===== config.mk =====
export PLATFORM = sky130hd
export DESIGN_NAME = pkt_avail_status
export DESIGN_NICKNAME = d
export VERILOG_FILES = /design/src/rtl/pav_pkg.sv /design/src/rtl/pav_eop_cnt.sv /design/src/rtl/pav_avail_cmp.sv /design/src/rtl/pav_poll_sel.sv /design/src/rtl/pkt_avail_status.sv
export SDC_FILE = /design/constraint.sdc
export NUM_CORES = 1
export LEC_CHECK = 0
export BUFFER_PORTS_ARGS = -buffer_cell sky130_fd_sc_hd__buf_2
export CAP_MARGIN = 30
export CORE_MARGIN = 2
export CORE_UTILIZATION = 40
export DETAILED_ROUTE_END_ITERATION = 8
export SYNTH_ARGS = -nofsm -noshare
export SYNTH_HDL_FRONTEND = slang
export SYNTH_SLANG_ARGS = --single-unit

===== constraint.sdc =====
create_clock -name clk -period 2.6 [get_ports clk]
set_input_delay 0.52 -clock clk [delete_from_list [all_inputs] [get_ports clk]]
set_output_delay 0.52 -clock clk [all_outputs]
set_load 0.1 [all_outputs]

===== src/rtl/pav_pkg.sv =====
package pav_pkg;
  localparam logic [4:0] NULL_PORT_ADDR = 5'h1F;

  typedef enum logic [1:0] {
    CNT_HOLD = 2'd0,
    CNT_INC  = 2'd1,
    CNT_DEC  = 2'd2
  } cnt_action_e;
endpackage


===== src/rtl/pav_eop_cnt.sv =====
module pav_eop_cnt
  import pav_pkg::*;
#(
  parameter int CNT_W = 6
) (
  input  logic clk,
  input  logic rst_n,
  input  logic push,
  input  logic pop,
  output logic has_pkt
);
  localparam logic [CNT_W-1:0] CNT_MAX = {CNT_W{1'b1}};

  logic [CNT_W-1:0] cnt_q, cnt_d;
  cnt_action_e      act;
  logic             cnt_en;

  always_comb begin
    act = CNT_HOLD;
    if (push && !pop && cnt_q != CNT_MAX) act = CNT_INC;
    if (pop && !push && cnt_q != '0)      act = CNT_DEC;
  end

  always_comb begin
    cnt_en = (act != CNT_HOLD);
    cnt_d  = cnt_q;
    case (act)
      CNT_INC: cnt_d = cnt_q + 1'b1;
      CNT_DEC: cnt_d = cnt_q - 1'b1;
      default: cnt_d = cnt_q;
    endcase
  end

  always_ff @(posedge clk or negedge rst_n) begin
    if (!rst_n)      cnt_q <= '0;
    else if (cnt_en) cnt_q <= cnt_d;
  end

  assign has_pkt = (cnt_q != '0);

  assert_cnt_inc_R5: assert property (@(posedge clk) disable iff (!rst_n)
    (push && !pop && cnt_q != CNT_MAX) |=> cnt_q == $past(cnt_q) + 1'b1);
  assert_cnt_both_hold_R5: assert property (@(posedge clk) disable iff (!rst_n)
    (push && pop) |=> $stable(cnt_q));
  assert_cnt_no_underflow_R5: assert property (@(posedge clk) disable iff (!rst_n)
    (pop && !push && cnt_q == '0) |=> cnt_q == '0);
endmodule


===== src/rtl/pav_avail_cmp.sv =====
module pav_avail_cmp #(
  parameter int FILL_W = 12
) (
  input  logic [FILL_W-1:0] fill,
  input  logic [FILL_W-1:0] thr,
  input  logic              has_pkt,
  output logic              avail
);
  logic over_thr;

  always_comb begin
    over_thr = (thr == '0) || (fill >= thr);
    avail    = has_pkt || over_thr;
  end

  always_comb begin
    if (has_pkt) assert_pkt_sets_avail_R1: assert (avail);
  end
endmodule


===== src/rtl/pav_poll_sel.sv =====
module pav_poll_sel
  import pav_pkg::*;
#(
  parameter int NUM_PORTS = 4,
  parameter int ADDR_W    = 5,
  parameter int PORT_BASE = 0
) (
  input  logic                 clk,
  input  logic                 rst_n,
  input  logic [ADDR_W-1:0]    addr,
  input  logic [NUM_PORTS-1:0] avail,
  output logic                 poll_avail,
  output logic                 poll_oe
);
  logic [NUM_PORTS-1:0] match;
  logic hit_d, avail_d;
  logic hit_q, avail_q;

  for (genvar i = 0; i < NUM_PORTS; i++) begin : g_dec
    localparam logic [ADDR_W-1:0] MY_ADDR = ADDR_W'(PORT_BASE + i);
    assign match[i] = (addr == MY_ADDR) && (addr != ADDR_W'(NULL_PORT_ADDR));
  end

  always_comb begin
    hit_d   = |match;
    avail_d = |(match & avail);
  end

  always_ff @(posedge clk or negedge rst_n) begin
    if (!rst_n) begin
      hit_q   <= 1'b0;
      avail_q <= 1'b0;
    end else begin
      hit_q   <= hit_d;
      avail_q <= avail_d;
    end
  end

  assign poll_oe    = hit_q;
  assign poll_avail = avail_q;

  assert_null_addr_off_R7: assert property (@(posedge clk) disable iff (!rst_n)
    (addr == ADDR_W'(NULL_PORT_ADDR)) |=> !poll_oe && !poll_avail);
  assert_avail_implies_oe_R7: assert property (@(posedge clk) disable iff (!rst_n)
    poll_avail |-> poll_oe);
  assert_poll_follows_R6: assert property (@(posedge clk) disable iff (!rst_n)
    (addr == ADDR_W'(PORT_BASE)) |=> poll_oe && (poll_avail == $past(avail[0])));
endmodule


===== src/rtl/pkt_avail_status.sv =====
module pkt_avail_status #(
  parameter int NUM_PORTS = 4,
  parameter int FILL_W    = 12,
  parameter int CNT_W     = 6,
  parameter int ADDR_W    = 5,
  parameter int PORT_BASE = 0,
  parameter int THR_RESET = 32
) (
  input  logic                        clk,
  input  logic                        rst_n,
  input  logic                        thr_wr_en,
  input  logic [FILL_W-1:0]           thr_wr_data,
  input  logic [NUM_PORTS*FILL_W-1:0] fill_level,
  input  logic [NUM_PORTS-1:0]        eop_push,
  input  logic [NUM_PORTS-1:0]        eop_pop,
  input  logic [ADDR_W-1:0]           poll_addr,
  output logic [NUM_PORTS-1:0]        direct_avail,
  output logic                        poll_avail,
  output logic                        poll_oe
);
  localparam logic [FILL_W-1:0] THR_DEF = FILL_W'(THR_RESET);

  logic [1:0]           rst_sync_q;
  logic                 rst_n_i;
  logic [FILL_W-1:0]    thr_q, thr_d;
  logic [NUM_PORTS-1:0] has_pkt;

  always_ff @(posedge clk or negedge rst_n) begin
    if (!rst_n) rst_sync_q <= 2'b00;
    else        rst_sync_q <= {rst_sync_q[0], 1'b1};
  end
  assign rst_n_i = rst_sync_q[1];

  always_comb thr_d = thr_wr_data;

  always_ff @(posedge clk or negedge rst_n_i) begin
    if (!rst_n_i)       thr_q <= THR_DEF;
    else if (thr_wr_en) thr_q <= thr_d;
  end

  for (genvar i = 0; i < NUM_PORTS; i++) begin : g_port
    pav_eop_cnt #(.CNT_W(CNT_W)) u_cnt (
      .clk     (clk),
      .rst_n   (rst_n_i),
      .push    (eop_push[i]),
      .pop     (eop_pop[i]),
      .has_pkt (has_pkt[i])
    );
    pav_avail_cmp #(.FILL_W(FILL_W)) u_cmp (
      .fill    (fill_level[i*FILL_W +: FILL_W]),
      .thr     (thr_q),
      .has_pkt (has_pkt[i]),
      .avail   (direct_avail[i])
    );
  end

  pav_poll_sel #(
    .NUM_PORTS (NUM_PORTS),
    .ADDR_W    (ADDR_W),
    .PORT_BASE (PORT_BASE)
  ) u_poll (
    .clk        (clk),
    .rst_n      (rst_n_i),
    .addr       (poll_addr),
    .avail      (direct_avail),
    .poll_avail (poll_avail),
    .poll_oe    (poll_oe)
  );

  assert_thr_write_R3: assert property (@(posedge clk) disable iff (!rst_n_i)
    thr_wr_en |=> thr_q == $past(thr_wr_data));
  assert_zero_thr_all_R4: assert property (@(posedge clk) disable iff (!rst_n_i)
    (thr_q == '0) |-> &direct_avail);
endmodule


==> results of run 1 <==
==> power groups by stage <==
stage / registers, mW / clock network, mW / logic [mW]
2_1_floorplan: 1.01 / 0 / 1.07
3_3_place_gp: 1.04 / 0 / 1.32
3_5_place_dp: 1.05 / 0 / 1.36
4_1_cts: 1.04 / 0.562 / 1.39
5_1_grt: 1.09 / 0.575 / 1.66
6_report: 1.06 / 0.543 / 1.47
==> logic make-up (layout without fill, tap and decap cells) <==
group,Yosys count,count (layout)
AOI/OAI and AO/OA,83,83
xor gates and xnor gates,20,20
adders and majority gates,68,68
buffers and inverters,43,137
DFF,40,40
muxes,10,10
other,1,1
and+or+nand+nor,91,91
==> stage by stage <==
step	utilization, %	TNS [ps]	hold slack [ps]
floorplan	-	0	224.4
global placement	47.80	-2.241	306.9
detailed placement	47.80	-56.26	307.4
CTS	50.58	-214.2	361.5
global route	53.08	-323.1	362.0
finish	53.08	-70.74	348.3
==> synthesized netlist by cell type, types with 2 or more instances <==
| library cell | number | area, µm² |
|---|---|---|
| ha_1 | 64 | 800.8 |
| dfrtp_1 | 39 | 975.9 |
| inv_1 | 34 | 127.6 |
| a21oi_1 | 33 | 165.2 |
| nand2_1 | 20 | 75.07 |
| o21ai_0 | 20 | 100.1 |
| nor2_1 | 17 | 63.81 |
| xor2_1 | 12 | 105.1 |
| a21o_1 | 11 | 82.58 |
| nand3_1 | 10 | 50.05 |
| nand4_1 | 10 | 62.56 |
| nor4_1 | 9 | 56.30 |
| xnor2_1 | 8 | 70.07 |
| nor3_1 | 7 | 35.03 |
| mux2i_1 | 5 | 50.05 |
| buf_4 | 4 | 30.03 |
| fa_1 | 4 | 80.08 |
| mux2_1 | 4 | 45.04 |
| nand2_2 | 4 | 25.02 |
| nand3b_2 | 4 | 45.04 |
| o311ai_1 | 4 | 35.03 |
| inv_2 | 3 | 11.26 |
| nand2b_1 | 3 | 18.77 |
| a211oi_1 | 2 | 15.01 |
| and3_1 | 2 | 12.51 |
| clkbuf_1 | 2 | 7.510 |
| nor2b_1 | 2 | 12.51 |
| o31ai_1 | 2 | 15.01 |
==> sequential cells by signal, indices dropped and copies added, names as in the netlist <==
signal / count
g_port.u_cnt.cnt_q: 24
thr_q: 12
rst_sync_q: 2
u_poll.poll_avail: 1
u_poll.poll_oe: 1
==> worst max-delay path, cell delays in order (launching register included) <==
cell and delay [ps]:
dfstp_2 560, inv_4 70, ha_4 260, and3_4 180
nand2_1 50, o31a_1 300, o21ai_2 200, buf_12 200
==> layout make-up <==
class | instances | share of cell area, %
Sequential cell | 40 | 23.13
Multi-Input combinational cell | 273 | 54.96
Tap cell | 105 | 3.028
Clock buffer | 5 | 1.586
Clock inverter | 3 | 1.067
Inverter | 37 | 3.258
Timing Repair Buffer | 92 | 12.98
==> how the worst max path moves through the flow <==
stage	to	slack [ps]	depth (start not counted)
global route	direct_avail[1]	-120	7
CTS	direct_avail[3]	-90	7
finish	direct_avail[1]	-60	7
detailed placement	direct_avail[1]	-30	8
floorplan	direct_avail[0]	250	7
global placement	direct_avail[1]	-2	8
==> metal layers <==
layer	wire, µm	global-route usage (%)	vias to the layer above	share of wire, %
li1	-	-	1475	-
met1	3730	24.03	1363	46
met2	3838	31.51	70	47
met3	470	3.241	12	5.8
met4	119	3.690	0	1.5
met5	0	0	-	0
==> cell usage in the layout, fill, tap and decap left out, types with 5 or more instances in the layout <==
cell	instances
nand2_1	20
xor2_1	12
nor2_1	16
ha_4	6
a21oi_2	5
clkbuf_8	5
ha_1	58
buf_4	9
buf_2	77
inv_1	24
nand4_1	10
a21o_1	11
mux2i_1	5
nor3_1	6
buf_12	5
nand3_1	7
o21ai_0	17
xnor2_1	8
dfrtp_1	38
nor4_2	5
inv_2	12
a21oi_1	28
==> timing repair <==
action,in CTS,in global routing
gates resized for setup,23,38
pin swaps,6,14
setup endpoints to repair,3,8
buffers inserted,2,3
endpoints found under the hold margin,2,0
hold buffers,1,0
==> impl_metrics.toml, run 1 <==
[final_layout]
final_area_um2 = 4339
nNetsFinal = 593
antenna_cells = 0
n_fill_cell = 757
multi_input_area_um2 = 2385
seqCellArea_um2 = 1003
drive_gt1_share_pct = 34.89
areaGrowthSynthToFinish_pct = 29.79
final_cell_count_no_fill = 555

[timing]
maxSlewViolCount = 0
hold_violations = 0
timing.fmax_ghz = 0.3763
period_share_pct = 102.2
relSlewSlack_pct = 44.59
setup_ws_ps = -57.15
rsz0062_at_grt = "true"
tightest_slew_ps = 831.1
final.min_clock_period_ps = 2657
clock_skew_ps = 7.505
setup_violations = 2

[worst_setup_path]
start_kind = "flop"
worst_setup_path_end_kind = "output pin"
cp-startpoint = "thr_q[5]"
reg2reg_depth = 10
reg2reg_to = "g_port[2].u_cnt.cnt_q[5]"
critPathRequiredTime_ps = 2080
reg2reg_slack_ps = 220
cp_max_fo = 5
timing.rr.start = "g_port[2].u_cnt.cnt_q[5]"
worstSetupPathType = "reg -> out"
cp.arrival_ps = 2140

[drt]
dr.pass1.iters = 4
drc = 0
wl_per_cell_um = 14.70
antenna_left = 0
vias = 2920
drt_iter0_drc = 66
viasPerCell = 5.261
finalWirelength_mm = 8.158

[pwr]
switching_share_pct = 40.59
p_int_mw = 1.825
switching_power_mw = 1.247
p_clk_share_pct = 17.7
report.power.total_mw = 3.072
power_density_nw_per_um2 = 707.9
power_frac_comb_pct = 47.9
p_leak_nw = 2.108
ir_drop_mv = 0.4872
p_seq_share_pct = 34.4

[place]
dp.cells = 541
globalplace.congestion = 0.8034
dp_hpwl_mm = 6.375
post_dp_cell_area_um2 = 3908
place_ws_ps = -30.62
io_buffers = 81

[yosys]
ys.flop_type = "dfrtp_1"
synthArstFlopShare_pct = 100.0
synth_compound_area_share_pct = 15.34
synthCells = 356
yosysUniqueCellTypes = 45
yosys_warnings = 0
synth_xor_area_share_pct = 5.240
post_synth_and_or_nand_nor_area_fraction_pct = 14.52
synth_mux_area_share_pct = 3.181
yosys.area_share.adder_pct = 26.35
synth_edf_count = 0
synth_area_um2 = 3343
synth_top_family_by_area = "adder cells"
yosysSeqAreaShare_pct = 29.98
ys_seq_elements = 40
synth_nets = 500
syn_avg_cell_area_um2 = 9.391

[floorplanning]
ioPinCount = 82
rows = 33
core-area_um2 = 8175
die-height_um = 95.42
die_x_um = 95.42
dieArea_um2 = 9105
start_util_pct = 40.89

[clock_network]
cts_tree = "yes"
clk_latency_ps = 300
cts_buffer_depth = 2
numCtsBuffers = 5
htreeDepth = 2
clk_pin_slew_worst_paths_ps = 90
clockRootBuffer = "clkbuf_8"
clock-sinks = 40

[status]
status = "finished with violations"
violations = "negative setup slack"

[global_route]
grt_max_degree = 24
grt_pass1_wl_mm = 13.03
antenna_found_initial = 0
grt_usage_pct = 18.25
gr-total-overflow = 0
grt_pass1_vias = 2846

[job]
cap_violations = 0

[worst_hold_path]
hold_class = "reg -> async"
Power figures use the tool's default switching activity.
==> run 2: changes to the inputs <==
ABC_AREA = 1   (was unset)
==> impl_metrics.toml, run 2 <==
[final_layout]
multi_input_area_um2 = 2452
areaGrowthSynthToFinish_pct = 20.14
largest_reg_flops = 24
drive_gt1_share_pct = 23.16
final_common_cell = "nand2_1"
seqCellArea_um2 = 1002
antenna_cells = 0
regMostFlops = "g_port.u_cnt.cnt_q"
n_fill_cell = 885
top_regs = "g_port.u_cnt.cnt_q (24), thr_q (12), rst_sync_q (2)"
final_area_um2 = 4434
final_cell_mix = "nand2_1 (112), buf_2 (77), ha_1 (61)"
nNetsFinal = 713

[floorplanning]
ioPinCount = 82
core-area_um2 = 9109
dieArea_um2 = 10010
die-height_um = 100.1
rows = 35
start_util_pct = 40.52
die_x_um = 100.1

[drt]
drt_iter0_drc = 80
vias = 3255
dr.pass1.iters = 4
drc = 0
antenna_left = 0
finalWirelength_mm = 8.365
viasPerCell = 4.780
wl_per_cell_um = 12.28

[worst_setup_path]
cp_max_fo = 6
slowest_delay_ps = 530
cp_cell_sequence = "inv_2 -> ha_1 -> a21oi_1 -> o21a_1 -> nand2_1 -> nand2_1 -> nand2_1 -> buf_12"
reg2reg_slack_ps = 460
worstSetupPathType = "reg -> out"
crit_top_cell = "nand2_1"
cp.arrival_ps = 1980
start_kind = "flop"
worst_setup_path_end_kind = "output pin"
cp_slowest_cell = "dfstp_2"
critPathRequiredTime_ps = 2080

[timing]
fin_tns_setup_ps = 0
timing.fmax_ghz = 0.4004
setup_ws_ps = 102.5
setup_violations = 0
maxSlewViolCount = 0
final.min_clock_period_ps = 2498
clock_skew_ps = 10.29
period_share_pct = 96.06
hold_violations = 0

[global_route]
grt_pass1_wl_mm = 13.99
grt_pass1_vias = 3206
gr-total-overflow = 0
antenna_found_initial = 0
grt_max_degree = 31
grt_usage_pct = 17.36

[clock_network]
clk_pin_slew_worst_paths_ps = 90
clk_latency_ps = 300
clock-sinks = 40
cts_tree = "yes"
numCtsBuffers = 5
htreeDepth = 2
cts_buffer_depth = 2
clockRootBuffer = "clkbuf_8"

[yosys]
syn_avg_cell_area_um2 = 7.626
yosys_warnings = 0
synthCells = 484
netlist_top_cells_area = "dfrtp_1 (26%), ha_1 (22%), nand2_1 (11%)"
synth_edf_count = 0
synth_most_common_cell = "nand2_1"
ys.flop_type = "dfrtp_1"
yosysUniqueCellTypes = 33
synth_nets = 628
synth_top_area_share_pct = 26.44
yosysSeqAreaShare_pct = 27.15
synth_area_um2 = 3691
yosys.area.top_type = "dfrtp_1"
synth_common_cells = "nand2_1 (113), ha_1 (64), inv_1 (61), nor2_1 (59), dfrtp_1 (39)"
ys_seq_elements = 40
synthArstFlopShare_pct = 100.0

[job]
cap_violations = 0

[status]
status = "finished clean"

[worst_hold_path]
hold_class = "reg -> async"

[place]
globalplace.congestion = 0.8445
place_ws_ps = 270.3
io_buffers = 81
post_dp_cell_area_um2 = 4265
dp_hpwl_mm = 6.853

[pwr]
power_density_nw_per_um2 = 697.8
p_leak_nw = 2.392
ir_drop_mv = 0.3036
## run 2: changes by cell type after synthesis, sizes merged, moves of 5 or more
cell	change
nor3	-7
o21ai	+6
nand3	+6
nor4	-6
inv	+27
mux2	-5
nor2	+45
mux2i	-5
a21o	-10
nand2	+96
## run 2: stage by stage
stage          total power, mW  std cells  util [%]  hold slack [ps]
6_report                 3.094        681     48.68            163.5
5_1_grt                  3.417        681     48.68            201.3
4_1_cts                  3.113        680     48.12            170.7
3_5_place_dp             2.587        671     46.83            185.9
3_3_place_gp             2.528        671     46.83            171.2
2_1_floorplan            2.226        484         -            224.4
## run 2: kinds of logic (layout without fill, tap and decap cells)
| group | count (synthesis) | after routing | synth area share, % |
|---|---|---|---|
| AND/OR/NAND/NOR | 211 | 211 | 24.91 |
| other | 1 | 1 | 0.1016 |
| XOR/XNOR | 19 | 19 | 4.508 |
| adder cells (fa/ha/maj) | 68 | 68 | 23.86 |
| buffers and inverters | 70 | 156 | 7.594 |
| AO/OA/AOI/OAI | 75 | 75 | 11.86 |
| flip-flops | 40 | 40 | 27.15 |
## run 2: routing by layer
layer	share of wire [%]	vias to the layer above	routed length (µm)	track usage [%]
met5	0	-	0	0
met4	1.3	0	106	4.426
met3	4.5	8	380	3.412
met2	47	57	3907	30.67
met1	47	1446	3971	21.78
li1	-	1744	-	-
## run 2: timing repair
item,CTS,global route
pin swaps,0,2
endpoints found under the hold margin,2,0
endpoints found under the setup margin,1,3
resized for setup,1,11
hold buffers,1,0
setup buffers,0,1
## run 2: path summary, 6_finish.rpt
kind / depth (start not counted) / start / to
max in group asynchronous: 1 / rst_sync_q[1] / thr_q[5]
worst min-delay path: 0 / rst_sync_q[1] / g_port[3].u_cnt.cnt_q[5]
worst max-delay path: 8 / thr_q[5] / direct_avail[2]
min in group clk: 0 / rst_sync_q[0] / rst_sync_q[1]
worst max register to register: 13 / g_port[2].u_cnt.cnt_q[1] / g_port[2].u_cnt.cnt_q[5]
worst min register to register: 0 / rst_sync_q[1] / g_port[3].u_cnt.cnt_q[5]
## run 2: critical path: cells and delay by family (launching register included)
kind / cells / cell delay (ps)
fa+ha+maj: 1 / 300
compound gates: 2 / 220
flops: 1 / 530
buf+inv: 2 / 290
simple gates: 3 / 330
## run 2: cell type report
cell class / instances / area share (%)
Clock inverter: 2 / 0.7901
Tap cell: 111 / 3.132
Timing Repair Buffer: 84 / 11.06
Inverter: 64 / 5.474
Sequential cell: 40 / 22.60
Multi-Input combinational cell: 374 / 55.30
Clock buffer: 6 / 1.637
## run 2: power by group
part / switching (mW) / internal [mW] / total, mW
Combinational: 0.838 / 0.665 / 1.50
Sequential: 0.242 / 0.836 / 1.08
Clock: 0.228 / 0.285 / 0.513
==> run 3: changes to the inputs <==
SETUP_SLACK_MARGIN = 0.2   (was unset)
==> impl_metrics.toml, run 3 (synthesis gave the netlist of run 2 again) <==
[place]
globalplace.congestion = 0.8445
io_buffers = 81
place_ws_ps = 270.3
dp.cells = 671
post_dp_cell_area_um2 = 4265
dp_hpwl_mm = 6.853

[worst_setup_path]
cp_max_fo = 5
slowest_delay_ps = 550
worstSetupPathType = "reg -> out"
reg2reg_depth = 13
critPathRequiredTime_ps = 2080
worst_setup_path_end_kind = "output pin"
reg2reg_to = "g_port[2].u_cnt.cnt_q[5]"
cp_slowest_cell = "dfstp_2"
crit_top_cell = "nand2_1"
reg2reg_slack_ps = 460
cp_cell_sequence = "inv_4 -> ha_4 -> a21oi_2 -> o21a_1 -> nand2_1 -> nand2_1 -> nand4_1 -> buf_12"
cp.arrival_ps = 1920
timing.rr.start = "g_port[2].u_cnt.cnt_q[1]"
start_kind = "flop"

[global_route]
grt_pass1_vias = 3240
gr-total-overflow = 0
antenna_found_initial = 0
grt_pass1_wl_mm = 14.18
grt_usage_pct = 17.57
grt_max_degree = 31

[timing]
timing.fmax_ghz = 0.4094
hold_violations = 0
final.min_clock_period_ps = 2442
setup_violations = 0
setup_ws_ps = 157.6
maxSlewViolCount = 0
period_share_pct = 93.94
fin_tns_setup_ps = 0
clock_skew_ps = 9.746
rsz0062_at_grt = "true"

[pwr]
power_density_nw_per_um2 = 679.6
ir_drop_mv = 0.3037
p_leak_nw = 2.432

[floorplanning]
rows = 35
dieArea_um2 = 10010
ioPinCount = 82
core-area_um2 = 9109
die-height_um = 100.1
die_x_um = 100.1
start_util_pct = 40.52

[final_layout]
top_regs = "g_port.u_cnt.cnt_q (24), thr_q (12), rst_sync_q (2)"
nNetsFinal = 721
largest_reg_flops = 24
final_cell_mix = "nand2_1 (103), buf_2 (77), nor2_1 (56)"
regMostFlops = "g_port.u_cnt.cnt_q"
antenna_cells = 0
areaGrowthSynthToFinish_pct = 25.46
final_cell_count_no_fill = 689
drive_gt1_share_pct = 28.03
final_common_cell = "nand2_1"
utilization_pct = 50.84
final_area_um2 = 4631

[drt]
viasPerCell = 4.794
wl_per_cell_um = 12.37
drc = 0
vias = 3303
dr.pass1.iters = 4
finalWirelength_mm = 8.520
antenna_left = 0
drt_iter0_drc = 85

[clock_network]
clk_latency_ps = 300
clockRootBuffer = "clkbuf_8"
clk_pin_slew_worst_paths_ps = 90
clock-sinks = 40
cts_buffer_depth = 2
numCtsBuffers = 5
htreeDepth = 2
cts_tree = "yes"

[job]
cap_violations = 0

[worst_hold_path]
hold_class = "reg -> async"

[status]
status = "finished clean"
==> run 3: cell type report <==
type	instances	area [µm²]
clock buffer	6	72.57
clock inverter	2	35.03
fill	859	4478
inverter	64	247.7
tap	111	138.9
sequential	40	1003
multi-input combinational	374	2575
timing repair buffer	92	558.0
==> run 3: worst max path at each step <==
stage	cells after the start	from	to	slack, ps
finish	8	thr_q[5]	direct_avail[0]	160
global placement	11	fill_level[3]	direct_avail[0]	260
floorplan	8	thr_q[5]	direct_avail[0]	560
CTS	8	thr_q[5]	direct_avail[0]	150
global route	11	thr_q[3]	direct_avail[0]	50
detailed placement	11	fill_level[3]	direct_avail[0]	270
==> run 3: routing by layer <==
| metal | part of all wire, % | global-route usage (%) | up-vias |
|---|---|---|---|
| met5 | 0 | 0 | - |
| met4 | 0.99 | 3.688 | 0 |
| met3 | 4.4 | 3.343 | 7 |
| met2 | 48 | 31.39 | 55 |
| met1 | 47 | 22.13 | 1485 |
| li1 | - | - | 1756 |
==> run 3: metrics by stage <==
stage	hold WS (ps)	power, mW
after floorplan	224.4	2.226
after global placement	171.2	2.528
after detailed placement	185.9	2.587
after CTS	170.7	3.142
after global routing	201.3	3.469
final	162.2	3.147
==> run 3: what timing repair did <==
item,in CTS,in global routing
gates cloned,0,0
hold endpoints to repair,2,0
setup buffers,6,3
pin swaps,9,17
hold buffers,1,0
resized for setup,17,23
endpoints found under the setup margin,4,4
==> run 3: report_power, final <==
group,switching (mW),internal (mW)
Sequential,0.245,0.836
Combinational,0.857,0.696
Clock,0.229,0.285
Total,1.33,1.82
==> run 3: critical path: cells and delay by family, from the launching register on <==
kind / cells / cell delay, ps
flops: 1 / 550
simple gates: 3 / 330
buf+inv: 2 / 290
compound gates: 2 / 240
fa+ha+maj: 1 / 210
